<file path="src/rtl/pmic_wr_pkg.sv">
package pmic_wr_pkg;
  localparam int SA_W      = 7;
  localparam int BYTE_W    = 8;
  localparam int NBYTES    = 3;
  localparam int WORD_W    = 32;
  localparam int VALID_BIT = 24;
  localparam int ERR_BIT   = 25;
  localparam int RA_POS    = 8;
  localparam int DAT_POS   = 16;
  localparam int LO_POS    = 8;
  localparam int HI_ADD    = 5;
  localparam int LO_ADD    = 7;

  localparam logic [1:0] SEL_CMD  = 2'd0;
  localparam logic [1:0] SEL_CLK  = 2'd1;
  localparam logic [1:0] SEL_MODE = 2'd2;

  typedef enum logic [2:0] {
    ST_IDLE,
    ST_START,
    ST_LOW,
    ST_HIGH,
    ST_STOP_LOW,
    ST_STOP_HIGH,
    ST_STOP_REL
  } eng_st_t;
endpackage

</file>
<file path="src/rtl/pmic_wr_regs.sv">
module pmic_wr_regs
  import pmic_wr_pkg::*;
#(
  parameter int CNT_W = 8
) (
  input  logic                 clk,
  input  logic                 rst,
  input  logic                 wr_en,
  input  logic [1:0]           sel,
  input  logic [WORD_W-1:0]    wdata,
  output logic [WORD_W-1:0]    rdata,
  input  logic                 done_i,
  input  logic                 nack_i,
  output logic                 start_o,
  output logic [SA_W-1:0]      sa_o,
  output logic [BYTE_W-1:0]    ra_o,
  output logic [BYTE_W-1:0]    dat_o,
  output logic [CNT_W-1:0]     hi_o,
  output logic [CNT_W-1:0]     lo_o,
  output logic                 filt_en_o
);
  logic [SA_W-1:0]   sa_q;
  logic [BYTE_W-1:0] ra_q, dat_q;
  logic              valid_q, err_q, start_q;
  logic [WORD_W-1:0] clk_q;
  logic [1:0]        mcode_q;
  logic              sr_q, filt_q;
  logic              accept;

  assign accept = wr_en && (sel == SEL_CMD) && !valid_q;

  always_ff @(posedge clk) begin
    if (rst) begin
      sa_q    <= '0;
      ra_q    <= '0;
      dat_q   <= '0;
      valid_q <= 1'b0;
      err_q   <= 1'b0;
      start_q <= 1'b0;
      clk_q   <= '0;
      mcode_q <= '0;
      sr_q    <= 1'b0;
      filt_q  <= 1'b0;
    end else begin
      start_q <= accept && wdata[VALID_BIT];
      if (accept) begin
        sa_q    <= wdata[SA_W-1:0];
        ra_q    <= wdata[RA_POS +: BYTE_W];
        dat_q   <= wdata[DAT_POS +: BYTE_W];
        valid_q <= wdata[VALID_BIT];
        if (wdata[VALID_BIT]) err_q <= 1'b0;
      end else if (done_i) begin
        valid_q <= 1'b0;
        if (nack_i) err_q <= 1'b1;
      end
      if (wr_en && sel == SEL_CLK) clk_q <= wdata;
      if (wr_en && sel == SEL_MODE) begin
        mcode_q <= wdata[1:0];
        sr_q    <= wdata[4];
        filt_q  <= wdata[6];
      end
    end
  end

  always_ff @(posedge clk) begin
    if (rst) begin
      rdata <= '0;
    end else begin
      case (sel)
        SEL_CMD:  rdata <= {6'd0, err_q, valid_q, dat_q, ra_q, 1'b0, sa_q};
        SEL_CLK:  rdata <= clk_q;
        SEL_MODE: rdata <= {25'd0, filt_q, 1'b0, sr_q, 2'b00, mcode_q};
        default:  rdata <= '0;
      endcase
    end
  end

  assign start_o   = start_q;
  assign sa_o      = sa_q;
  assign ra_o      = ra_q;
  assign dat_o     = dat_q;
  assign hi_o      = clk_q[CNT_W-1:0];
  assign lo_o      = clk_q[LO_POS +: CNT_W];
  assign filt_en_o = filt_q;

  AST_CMD_LOCKED: assert property (@(posedge clk) disable iff (rst)
    (wr_en && sel == SEL_CMD && valid_q) |=> ($stable(sa_q) && $stable(ra_q) && $stable(dat_q)));
  AST_VALID_CLEAR_ON_DONE: assert property (@(posedge clk) disable iff (rst)
    $fell(valid_q) |-> $past(done_i));
  AST_ERR_STICKY: assert property (@(posedge clk) disable iff (rst)
    (err_q && !(accept && wdata[VALID_BIT])) |=> err_q);
  AST_HS_READS_ZERO: assert property (@(posedge clk) disable iff (rst)
    (sel == SEL_MODE) |=> !rdata[3]);
endmodule

</file>
<file path="src/rtl/pmic_wr_sda_filt.sv">
module pmic_wr_sda_filt #(
  parameter int SYNC_N = 2
) (
  input  logic clk,
  input  logic rst,
  input  logic en,
  input  logic sda_raw,
  output logic sda_o
);
  logic [SYNC_N-1:0] sync_q;
  logic [1:0]        hist_q;
  logic              maj_q;
  logic              newest;

  assign newest = sync_q[SYNC_N-1];

  always_ff @(posedge clk) begin
    if (rst) begin
      sync_q <= '1;
      hist_q <= '1;
      maj_q  <= 1'b1;
    end else begin
      sync_q <= {sync_q[SYNC_N-2:0], sda_raw};
      hist_q <= {hist_q[0], newest};
      maj_q  <= (newest & hist_q[0]) | (newest & hist_q[1]) | (hist_q[0] & hist_q[1]);
    end
  end

  assign sda_o = en ? maj_q : sda_raw;
endmodule

</file>
<file path="src/rtl/pmic_wr_seq.sv">
module pmic_wr_seq
  import pmic_wr_pkg::*;
#(
  parameter int CNT_W = 8
) (
  input  logic               clk,
  input  logic               rst,
  input  logic               start_i,
  input  logic [SA_W-1:0]    sa_i,
  input  logic [BYTE_W-1:0]  ra_i,
  input  logic [BYTE_W-1:0]  dat_i,
  input  logic [CNT_W-1:0]   hi_i,
  input  logic [CNT_W-1:0]   lo_i,
  input  logic               sda_s,
  output logic               scl_pull,
  output logic               sda_pull,
  output logic               done_o,
  output logic               nack_o
);
  localparam int CW      = CNT_W + 1;
  localparam int FRAME_W = NBYTES * (BYTE_W + 1);
  localparam int BN_W    = $clog2(BYTE_W + 1);
  localparam int BY_W    = $clog2(NBYTES);

  eng_st_t              st;
  logic [CW-1:0]        cnt;
  logic [CW-1:0]        hi_lim, lo_lim;
  logic [FRAME_W-1:0]   frame_q;
  logic [BN_W-1:0]      bitn;
  logic [BY_W-1:0]      byten;
  logic                 fail_q;
  logic                 hi_end, lo_end;

  assign hi_lim = {1'b0, hi_i} + CW'(HI_ADD);
  assign lo_lim = {1'b0, lo_i} + CW'(LO_ADD);
  assign hi_end = (cnt == hi_lim - 1'b1);
  assign lo_end = (cnt == lo_lim - 1'b1);

  always_ff @(posedge clk) begin
    if (rst) begin
      st       <= ST_IDLE;
      cnt      <= '0;
      frame_q  <= '0;
      bitn     <= '0;
      byten    <= '0;
      fail_q   <= 1'b0;
      scl_pull <= 1'b0;
      sda_pull <= 1'b0;
      done_o   <= 1'b0;
      nack_o   <= 1'b0;
    end else begin
      done_o <= 1'b0;
      nack_o <= 1'b0;
      case (st)
        ST_IDLE: begin
          if (start_i) begin
            frame_q  <= {sa_i, 1'b0, 1'b1, ra_i, 1'b1, dat_i, 1'b1};
            bitn     <= '0;
            byten    <= '0;
            fail_q   <= 1'b0;
            cnt      <= '0;
            sda_pull <= 1'b1;
            st       <= ST_START;
          end
        end
        ST_START: begin
          if (hi_end) begin
            cnt      <= '0;
            scl_pull <= 1'b1;
            st       <= ST_LOW;
          end else cnt <= cnt + 1'b1;
        end
        ST_LOW: begin
          if (cnt == '0) sda_pull <= !frame_q[FRAME_W-1];
          if (lo_end) begin
            cnt      <= '0;
            scl_pull <= 1'b0;
            st       <= ST_HIGH;
          end else cnt <= cnt + 1'b1;
        end
        ST_HIGH: begin
          if (hi_end) begin
            cnt      <= '0;
            scl_pull <= 1'b1;
            frame_q  <= frame_q << 1;
            if (bitn == BN_W'(BYTE_W)) begin
              bitn <= '0;
              if (sda_s) begin
                fail_q <= 1'b1;
                st     <= ST_STOP_LOW;
              end else if (byten == BY_W'(NBYTES - 1)) begin
                st <= ST_STOP_LOW;
              end else begin
                byten <= byten + 1'b1;
                st    <= ST_LOW;
              end
            end else begin
              bitn <= bitn + 1'b1;
              st   <= ST_LOW;
            end
          end else cnt <= cnt + 1'b1;
        end
        ST_STOP_LOW: begin
          if (cnt == '0) sda_pull <= 1'b1;
          if (lo_end) begin
            cnt      <= '0;
            scl_pull <= 1'b0;
            st       <= ST_STOP_HIGH;
          end else cnt <= cnt + 1'b1;
        end
        ST_STOP_HIGH: begin
          if (hi_end) begin
            cnt      <= '0;
            sda_pull <= 1'b0;
            st       <= ST_STOP_REL;
          end else cnt <= cnt + 1'b1;
        end
        ST_STOP_REL: begin
          if (hi_end) begin
            cnt    <= '0;
            done_o <= 1'b1;
            nack_o <= fail_q;
            st     <= ST_IDLE;
          end else cnt <= cnt + 1'b1;
        end
        default: st <= ST_IDLE;
      endcase
    end
  end

  AST_SDA_MOVES_SCL_LOW: assert property (@(posedge clk) disable iff (rst)
    ((sda_pull != $past(sda_pull)) && st != ST_START && st != ST_STOP_REL)
      |-> (scl_pull && $past(scl_pull)));
  AST_CNT_IN_RANGE: assert property (@(posedge clk) disable iff (rst)
    (st == ST_LOW || st == ST_STOP_LOW) |-> (cnt < lo_lim));
  AST_NACK_TO_STOP: assert property (@(posedge clk) disable iff (rst)
    (st == ST_HIGH && hi_end && bitn == BN_W'(BYTE_W) && sda_s) |=> (st == ST_STOP_LOW));
endmodule

</file>
<file path="src/rtl/pmic_bypass_writer.sv">
module pmic_bypass_writer
  import pmic_wr_pkg::*;
#(
  parameter int CNT_W  = 8,
  parameter int SYNC_N = 2
) (
  input  logic              clk,
  input  logic              rst,
  input  logic              cfg_wr,
  input  logic [1:0]        cfg_sel,
  input  logic [WORD_W-1:0] cfg_wdata,
  output logic [WORD_W-1:0] cfg_rdata,
  output logic              scl_pull,
  output logic              sda_pull,
  input  logic              sda_in
);
  logic              start_w, done_w, nack_w, filt_en_w, sda_s_w;
  logic [SA_W-1:0]   sa_w;
  logic [BYTE_W-1:0] ra_w, dat_w;
  logic [CNT_W-1:0]  hi_w, lo_w;

  pmic_wr_regs #(.CNT_W(CNT_W)) u_regs (
    .clk(clk), .rst(rst), .wr_en(cfg_wr), .sel(cfg_sel), .wdata(cfg_wdata),
    .rdata(cfg_rdata), .done_i(done_w), .nack_i(nack_w), .start_o(start_w),
    .sa_o(sa_w), .ra_o(ra_w), .dat_o(dat_w), .hi_o(hi_w), .lo_o(lo_w),
    .filt_en_o(filt_en_w)
  );

  pmic_wr_sda_filt #(.SYNC_N(SYNC_N)) u_filt (
    .clk(clk), .rst(rst), .en(filt_en_w), .sda_raw(sda_in), .sda_o(sda_s_w)
  );

  pmic_wr_seq #(.CNT_W(CNT_W)) u_seq (
    .clk(clk), .rst(rst), .start_i(start_w), .sa_i(sa_w), .ra_i(ra_w),
    .dat_i(dat_w), .hi_i(hi_w), .lo_i(lo_w), .sda_s(sda_s_w),
    .scl_pull(scl_pull), .sda_pull(sda_pull), .done_o(done_w), .nack_o(nack_w)
  );
endmodule

</file>
<file path="config.mk">
export PLATFORM = sky130hd
export DESIGN_NAME = pmic_bypass_writer
export DESIGN_NICKNAME = d
export VERILOG_FILES = /design/src/rtl/pmic_wr_pkg.sv /design/src/rtl/pmic_wr_regs.sv /design/src/rtl/pmic_wr_sda_filt.sv /design/src/rtl/pmic_wr_seq.sv /design/src/rtl/pmic_bypass_writer.sv
export SDC_FILE = /design/constraint.sdc
export NUM_CORES = 1
export LEC_CHECK = 0
export ABC_CLOCK_PERIOD_IN_PS = 2800
export CAP_MARGIN = 20
export CORE_MARGIN = 8
export CORE_UTILIZATION = 45
export CTS_BUF_LIST = sky130_fd_sc_hd__clkbuf_8
export DETAILED_ROUTE_END_ITERATION = 10
export PLACE_DENSITY_LB_ADDON = 0.1
export SYNTH_ARGS = -nofsm -noshare
export SYNTH_HDL_FRONTEND = slang
export SYNTH_SLANG_ARGS = --single-unit
export TNS_END_PERCENT = 20
</file>
<file path="constraint.sdc">
create_clock -name clk -period 2.8 [get_ports clk]
set_input_delay 0.7 -clock clk [delete_from_list [all_inputs] [get_ports clk]]
set_output_delay 0.7 -clock clk [all_outputs]
set_load 0.1 [all_outputs]
</file>
==> flow_metrics.tcl, run 1 <==
set metrics [dict create \
    p_leak_nw 2.734 \
    synth-adder-area-share 0.01385 \
    track_usage 0.1833 \
    diodes 0 \
    start_kind "flop" \
    crit_path_end_kind "flop" \
    synth_top_family_by_area "simple AND/OR/NAND/NOR gates" \
    fin_ws_ns 0.2268 \
    peakVddDrop_mv 0.3668 \
    ys_seq_area_frac 0.4717 \
    finalSetupViolCount 0 \
    rows 43 \
    synth_area_per_cell_sq_um 8.223 \
    grt_max_degree 52 \
    start_util 0.4573 \
    drv_slew 0 \
    yosys_warnings 0 \
    design_area_sq_mm 0.007536 \
    min_period_over_period 0.9190 \
    fin_util 0.5450 \
    final_cell_mix "nand2_1 (185), dfxtp_1 (149), nor2_1 (83)" \
    run_status "finished, final reports clean" \
    grt_pass1_vias 5265 \
    synthMuxAreaShare 0.05085 \
    cts_tree "yes" \
    ctsLongestPathBuffers 2 \
    crit_type "flop to flop" \
    hold_violations 0 \
    clock_latency_ns 0.46 \
    core_area_sq_mm 0.01383 \
    hold_path.class "flop to flop" \
    io_buffers 71 \
    post_cts_buffers 0 \
    drt_first_pass_iters 5 \
    drt_iter0_drc 362 \
    dieArea_sq_mm 0.01810 \
    area.sequential_sq_mm 0.002983 \
    gp_congestion 0.8903 \
    preCtsSetupSlack_ns 0.3008 \
    fmax_ghz 0.3886 \
    route.detailed.drc 0 \
    wl_mm 16.30 \
    synth_compound_area_frac 0.1506 \
    syn_area_sq_mm 0.006324 \
    final_antenna_net_count 0 \
    antenna_found_initial 0 \
    critical_path_buf_inv_count 0 \
    drt-wirelength-per-cell_microns 16.01 \
    setup_tns_ns 0 \
    vias_per_cell 5.331 \
    synth.area.top_cells "dfxtp_1 (47%), nand2_1 (11%), a21oi_1 (6.1%)" \
    drive_gt1_frac 0.1301 \
    max_slew_margin 0.6275 \
    cts_made_buffers 17 \
    nNetsFinal 870 \
    ys_async_sr_fraction 0 \
    root_buffer "clkbuf_8" \
    cp.arrival_ns 2.96 \
    grt_pass1_wl_mm 26.68 \
    hpwlAfterDp_mm 11.47 \
    synth_cell_types 61 \
    mostFrequentLayoutCell "nand2_1" \
    cts_sinks 149 \
    multi_input_area_sq_mm 0.003088 \
    hold_buffers 0 \
    ys.flop_type "dfxtp_1" \
    rsz0062_at_grt "false" \
    synth_xor_area_frac 0.02355 \
    syn2layout_area_growth_pct 19.17 \
    clkTransAtPathRegs_ns 0.09 \
    die_h_microns 134.5 \
    powerDensity_mw_per_mm2 568.7 \
    max_cap_violations 0 \
    crit_family "simple AND/OR/NAND/NOR gates" \
    cts_resized 0 \
    min_period_ns 2.573 \
    io_pins 72 \
    cpPeakStageDelay_ns 0.50 \
    cts-htree-levels 4 \
    vias 5427 \
    num-fill-cells 1296 \
    syn_nets 814 \
    die_w_microns 134.5 \
    path_cells "ha_1, nor3b_1, o21a_1, o311ai_4, nor3_2, nor2_2, or4b_1, a21oi_1" \
    grt-ovfl-total 0 \
    power.total_mw 4.286 \
    finClkSkew_ns 0.01172 \
    yosysTopAreaCellShare 0.4717 \
    critPathMaxFanout 7 \
    cpMaxStageDelayCell "or4b_1" \
    cp.required_ns 3.18 \
    synth_area_leader_cell "dfxtp_1" \
    synth_cells 769 \
    synth-simple-area-share 0.2487 \
    placed_area_sq_mm 0.007119 \
    synth_edf_count 0 \
    ys_seq_elements 149 \
    tightest_slew_ns 0.5588 \
]
per-stage QoR:
step / hold WS (ns) / instances
2_1_floorplan: 0.3895 / 769
3_3_place_gp: 0.3964 / 986
3_5_place_dp: 0.4020 / 986
4_1_cts: 0.4282 / 1018
5_1_grt: 0.4470 / 1018
6_report: 0.4228 / 1018
sequential cells by signal (all words and copies together), names as in the netlist:
register,count
u_regs.clk_q,32
u_regs.rdata,32
u_seq.frame_q,27
u_seq.cnt,9
u_regs.dat_o,8
u_regs.ra_o,8
u_regs.sa_o,7
u_seq.bitn,4
u_seq.st,3
u_filt.hist_q,2
u_filt.sync_q,2
u_regs.mcode_q,2
u_seq.byten,2
u_filt.maj_q,1
u_regs.err_q,1
u_regs.filt_en_o,1
u_regs.sr_q,1
u_regs.start_o,1
u_regs.valid_q,1
u_seq.done_o,1
u_seq.fail_q,1
u_seq.nack_o,1
u_seq.scl_pull,1
u_seq.sda_pull,1
power breakdown:
| group | switching, mW | total [mW] | internal [mW] |
|---|---|---|---|
| Clock | 0.924 | 1.76 | 0.834 |
| Sequential | 0.0378 | 2.20 | 2.16 |
| Combinational | 0.197 | 0.327 | 0.130 |
cell families (layout without fill, tap and decap cells):
group | count (synthesis) | after routing
mux | 32 | 32
buf+inv | 64 | 133
fa+ha+maj | 7 | 7
xor+xnor | 17 | 17
simple gates | 353 | 353
compound gates | 147 | 147
flops | 149 | 149
final timing paths:
check	end	slack (ns)	cells after the start	start
max	u_seq.bitn[2]$_SDFFE_PP0P_	0.23	8	u_regs.clk_q[2]$_SDFFE_PP0P_
min	u_filt.sync_q[1]$_SDFF_PP1_	0.42	1	u_filt.sync_q[0]$_SDFF_PP1_
max reg2reg	u_seq.bitn[2]$_SDFFE_PP0P_	0.23	8	u_regs.clk_q[2]$_SDFFE_PP0P_
min reg2reg	u_filt.sync_q[1]$_SDFF_PP1_	0.42	1	u_filt.sync_q[0]$_SDFF_PP1_
cell type report:
class / instances / share of cell area
Sequential cell: 149 / 0.3958
Clock inverter: 15 / 0.02424
Clock buffer: 17 / 0.03105
Inverter: 10 / 0.004981
Tap cell: 180 / 0.02989
Timing Repair Buffer: 91 / 0.1043
Multi-Input combinational cell: 556 / 0.4098
synth_stat cells (all sizes together), types with 4 or more instances:
master	instances
a311oi	24
nand3	16
nand4	4
nand2	186
dfxtp	149
buf	11
a211oi	4
and2	12
o21ai	15
xnor2	8
or2	6
xor2	9
nor2	86
nand2b	4
mux2i	31
nor3	8
a31oi	9
ha	7
clkbuf	43
nor2b	5
inv	9
a21oi	77
nand3b	8
metal layers:
layer  up-vias  wire length, microns  GRT usage
met3        17                   652    0.04160
met2       127                  7869     0.3065
met1      2550                  7602     0.2277
li1       2733                     -          -
met5         -                     0          0
met4         0                   176    0.06114
(Power assumes the default switching activity.)
==> inputs of run 2 (changes only) <==
--- a/config.mk
+++ b/config.mk
@@ -7,8 +7,10 @@
 export LEC_CHECK = 0
 export ABC_CLOCK_PERIOD_IN_PS = 2800
 export CAP_MARGIN = 20
+export CELL_PAD_IN_SITES_DETAIL_PLACEMENT = 0
+export CELL_PAD_IN_SITES_GLOBAL_PLACEMENT = 1
 export CORE_MARGIN = 8
-export CORE_UTILIZATION = 45
+export CORE_UTILIZATION = 43
 export CTS_BUF_LIST = sky130_fd_sc_hd__clkbuf_8
 export DETAILED_ROUTE_END_ITERATION = 10
 export PLACE_DENSITY_LB_ADDON = 0.1
==> run 2 against run 1 <==
  * Global-route usage up 0.62 points
  * Core utilization is 2.1 points lower
  * Sequential share of layout area decreased by 0.24 points
  * Highest routed layer unchanged
  * Critical endpoint unchanged
==> flow_metrics.tcl, run 2 (synthesis results as in run 1) <==
set metrics [dict create \
    finClkSkew_ns 0.009279 \
    root_buffer "clkbuf_8" \
    start_util 0.4367 \
    combPwrFrac 0.077 \
    fin_ws_ns 0.2463 \
    max_cap_violations 0 \
    dieArea_sq_mm 0.01884 \
    powerDensity_mw_per_mm2 565.8 \
    cts_sinks 149 \
    reg2reg_to "u_seq.bitn[2]$_SDFFE_PP0P_" \
    r2r-start "u_regs.clk_q[2]$_SDFFE_PP0P_" \
    power.total_mw 4.289 \
    cp.arrival_ns 2.94 \
    cts_made_buffers 17 \
    tightest_slew_ns 0.5740 \
    final_cell_count_no_fill 1027 \
    seq_power_share 0.513 \
    p_leak_nw 2.752 \
    design_area_sq_mm 0.007581 \
    io_buffers 71 \
    peakVddDrop_mv 0.3716 \
    crit_path_end_kind "flop" \
    crit_type "flop to flop" \
    cts-htree-levels 4 \
    ctsLongestPathBuffers 2 \
    io_pins 72 \
    gp_congestion 0.8304 \
    drv_slew 0 \
    drive_gt1_frac 0.1329 \
    cp.required_ns 3.19 \
    reg_top3 "u_regs.clk_q x32, u_regs.rdata x32, u_seq.frame_q x27" \
    grt_pass1_wl_mm 28.11 \
    rows 44 \
    reg2reg_slack_ns 0.25 \
    core_area_sq_mm 0.01448 \
    fmax_ghz 0.3916 \
    max_slew_margin 0.6119 \
    route.detailed.drc 0 \
    antenna_found_initial 0 \
    hpwlAfterDp_mm 12.10 \
    num-fill-cells 1414 \
    rsz0062_at_grt "false" \
    grt_max_degree 53 \
    fin_util 0.5236 \
    final_antenna_net_count 0 \
    diodes 0 \
    hold_buffers 0 \
    dpl.cell_count 995 \
    timing.hold.ws_ns 0.4328 \
    min_period_ns 2.554 \
    clock_latency_ns 0.46 \
    wl_mm 17.14 \
    die_w_microns 137.3 \
    hold_violations 0 \
    track_usage 0.1894 \
    finalSetupViolCount 0 \
    intPower_mw 3.218 \
    crit_path_start "u_regs.clk_q[2]$_SDFFE_PP0P_" \
    final_cell_mix "nand2_1 (185), dfxtp_1 (149), nor2_1 (83)" \
    drt-wirelength-per-cell_microns 16.69 \
    vias_per_cell 5.305 \
    run_status "finished, final reports clean" \
    r2r_cells 8 \
    mostFrequentLayoutCell "nand2_1" \
    min_period_over_period 0.9121 \
    syn2layout_area_growth_pct 19.89 \
    die_h_microns 137.3 \
    setup_tns_ns 0 \
    critPathMaxFanout 7 \
    post_cts_buffers 0 \
    drt_iter0_drc 358 \
    endpoint "u_seq.bitn[2]$_SDFFE_PP0P_" \
    grt-ovfl-total 0 \
    placed_area_sq_mm 0.007162 \
    start_kind "flop" \
    nNetsFinal 875 \
    grt_pass1_vias 5334 \
    vias 5448 \
    p_clk_frac 0.409 \
    cts_resized 0 \
    preCtsSetupSlack_ns 0.2404 \
    sw_frac_of_total 0.2498 \
    cts_tree "yes" \
    switchingPower_mw 1.071 \
    drt_first_pass_iters 5 \
    clkTransAtPathRegs_ns 0.08 \
    hold_path.class "flop to flop" \
]
## run 2: how the worst min path moves through the flow
stage / startpoint / end / slack, ns / depth (start not counted)
5_1_grt: u_filt.sync_q[0]$_SDFF_PP1_ / u_filt.sync_q[1]$_SDFF_PP1_ / 0.47 / 1
3_3_place_gp: u_filt.sync_q[0]$_SDFF_PP1_ / u_filt.sync_q[1]$_SDFF_PP1_ / 0.40 / 1
2_1_floorplan: u_filt.sync_q[0]$_SDFF_PP1_ / u_filt.sync_q[1]$_SDFF_PP1_ / 0.39 / 1
4_1_cts: u_filt.sync_q[0]$_SDFF_PP1_ / u_filt.sync_q[1]$_SDFF_PP1_ / 0.44 / 1
3_5_place_dp: u_filt.sync_q[0]$_SDFF_PP1_ / u_filt.sync_q[1]$_SDFF_PP1_ / 0.41 / 1
6_report: u_filt.sync_q[0]$_SDFF_PP1_ / u_filt.sync_q[1]$_SDFF_PP1_ / 0.43 / 1
## run 2: area by class of cell
cell class	instances	area (sq um)	area share
flip-flops and latches	149	2983	0.3935
well taps	184	230.2	0.03037
clock buffers	19	261.5	0.03449
clock inverters	13	157.7	0.02080
inverters	10	37.54	0.004951
repair buffers	96	823.3	0.1086
multi-input cells	556	3088	0.4073
## run 2: critical path: stages (launching register included)
cell and delay [ns]:
dfxtp_1 0.46, ha_1 0.28, nand4b_1 0.14, a211oi_2 0.32, nand4_4 0.20, nor3_2 0.33
nor2_2 0.09, or4b_1 0.52, a21oi_1 0.15
## run 2: power by group through the flow
stage / clock network [mW] / logic (mW) / registers (mW)
global route: 1.88 / 0.362 / 2.21
global placement: 0 / 0.329 / 2.25
CTS: 1.78 / 0.334 / 2.20
finish: 1.76 / 0.332 / 2.20
detailed placement: 0 / 0.333 / 2.25
floorplan: 0 / 0.168 / 2.28
## run 2: routing by layer
metal / track usage / part of all wire / up-vias / routed length [microns]
met3: 0.05325 / 0.039 / 15 / 663
met2: 0.3066 / 0.48 / 94 / 8256
li1: - / - / 2733 / -
met4: 0.04043 / 0.0095 / 0 / 162
met5: 0 / 0 / - / 0
met1: 0.2460 / 0.47 / 2606 / 8061
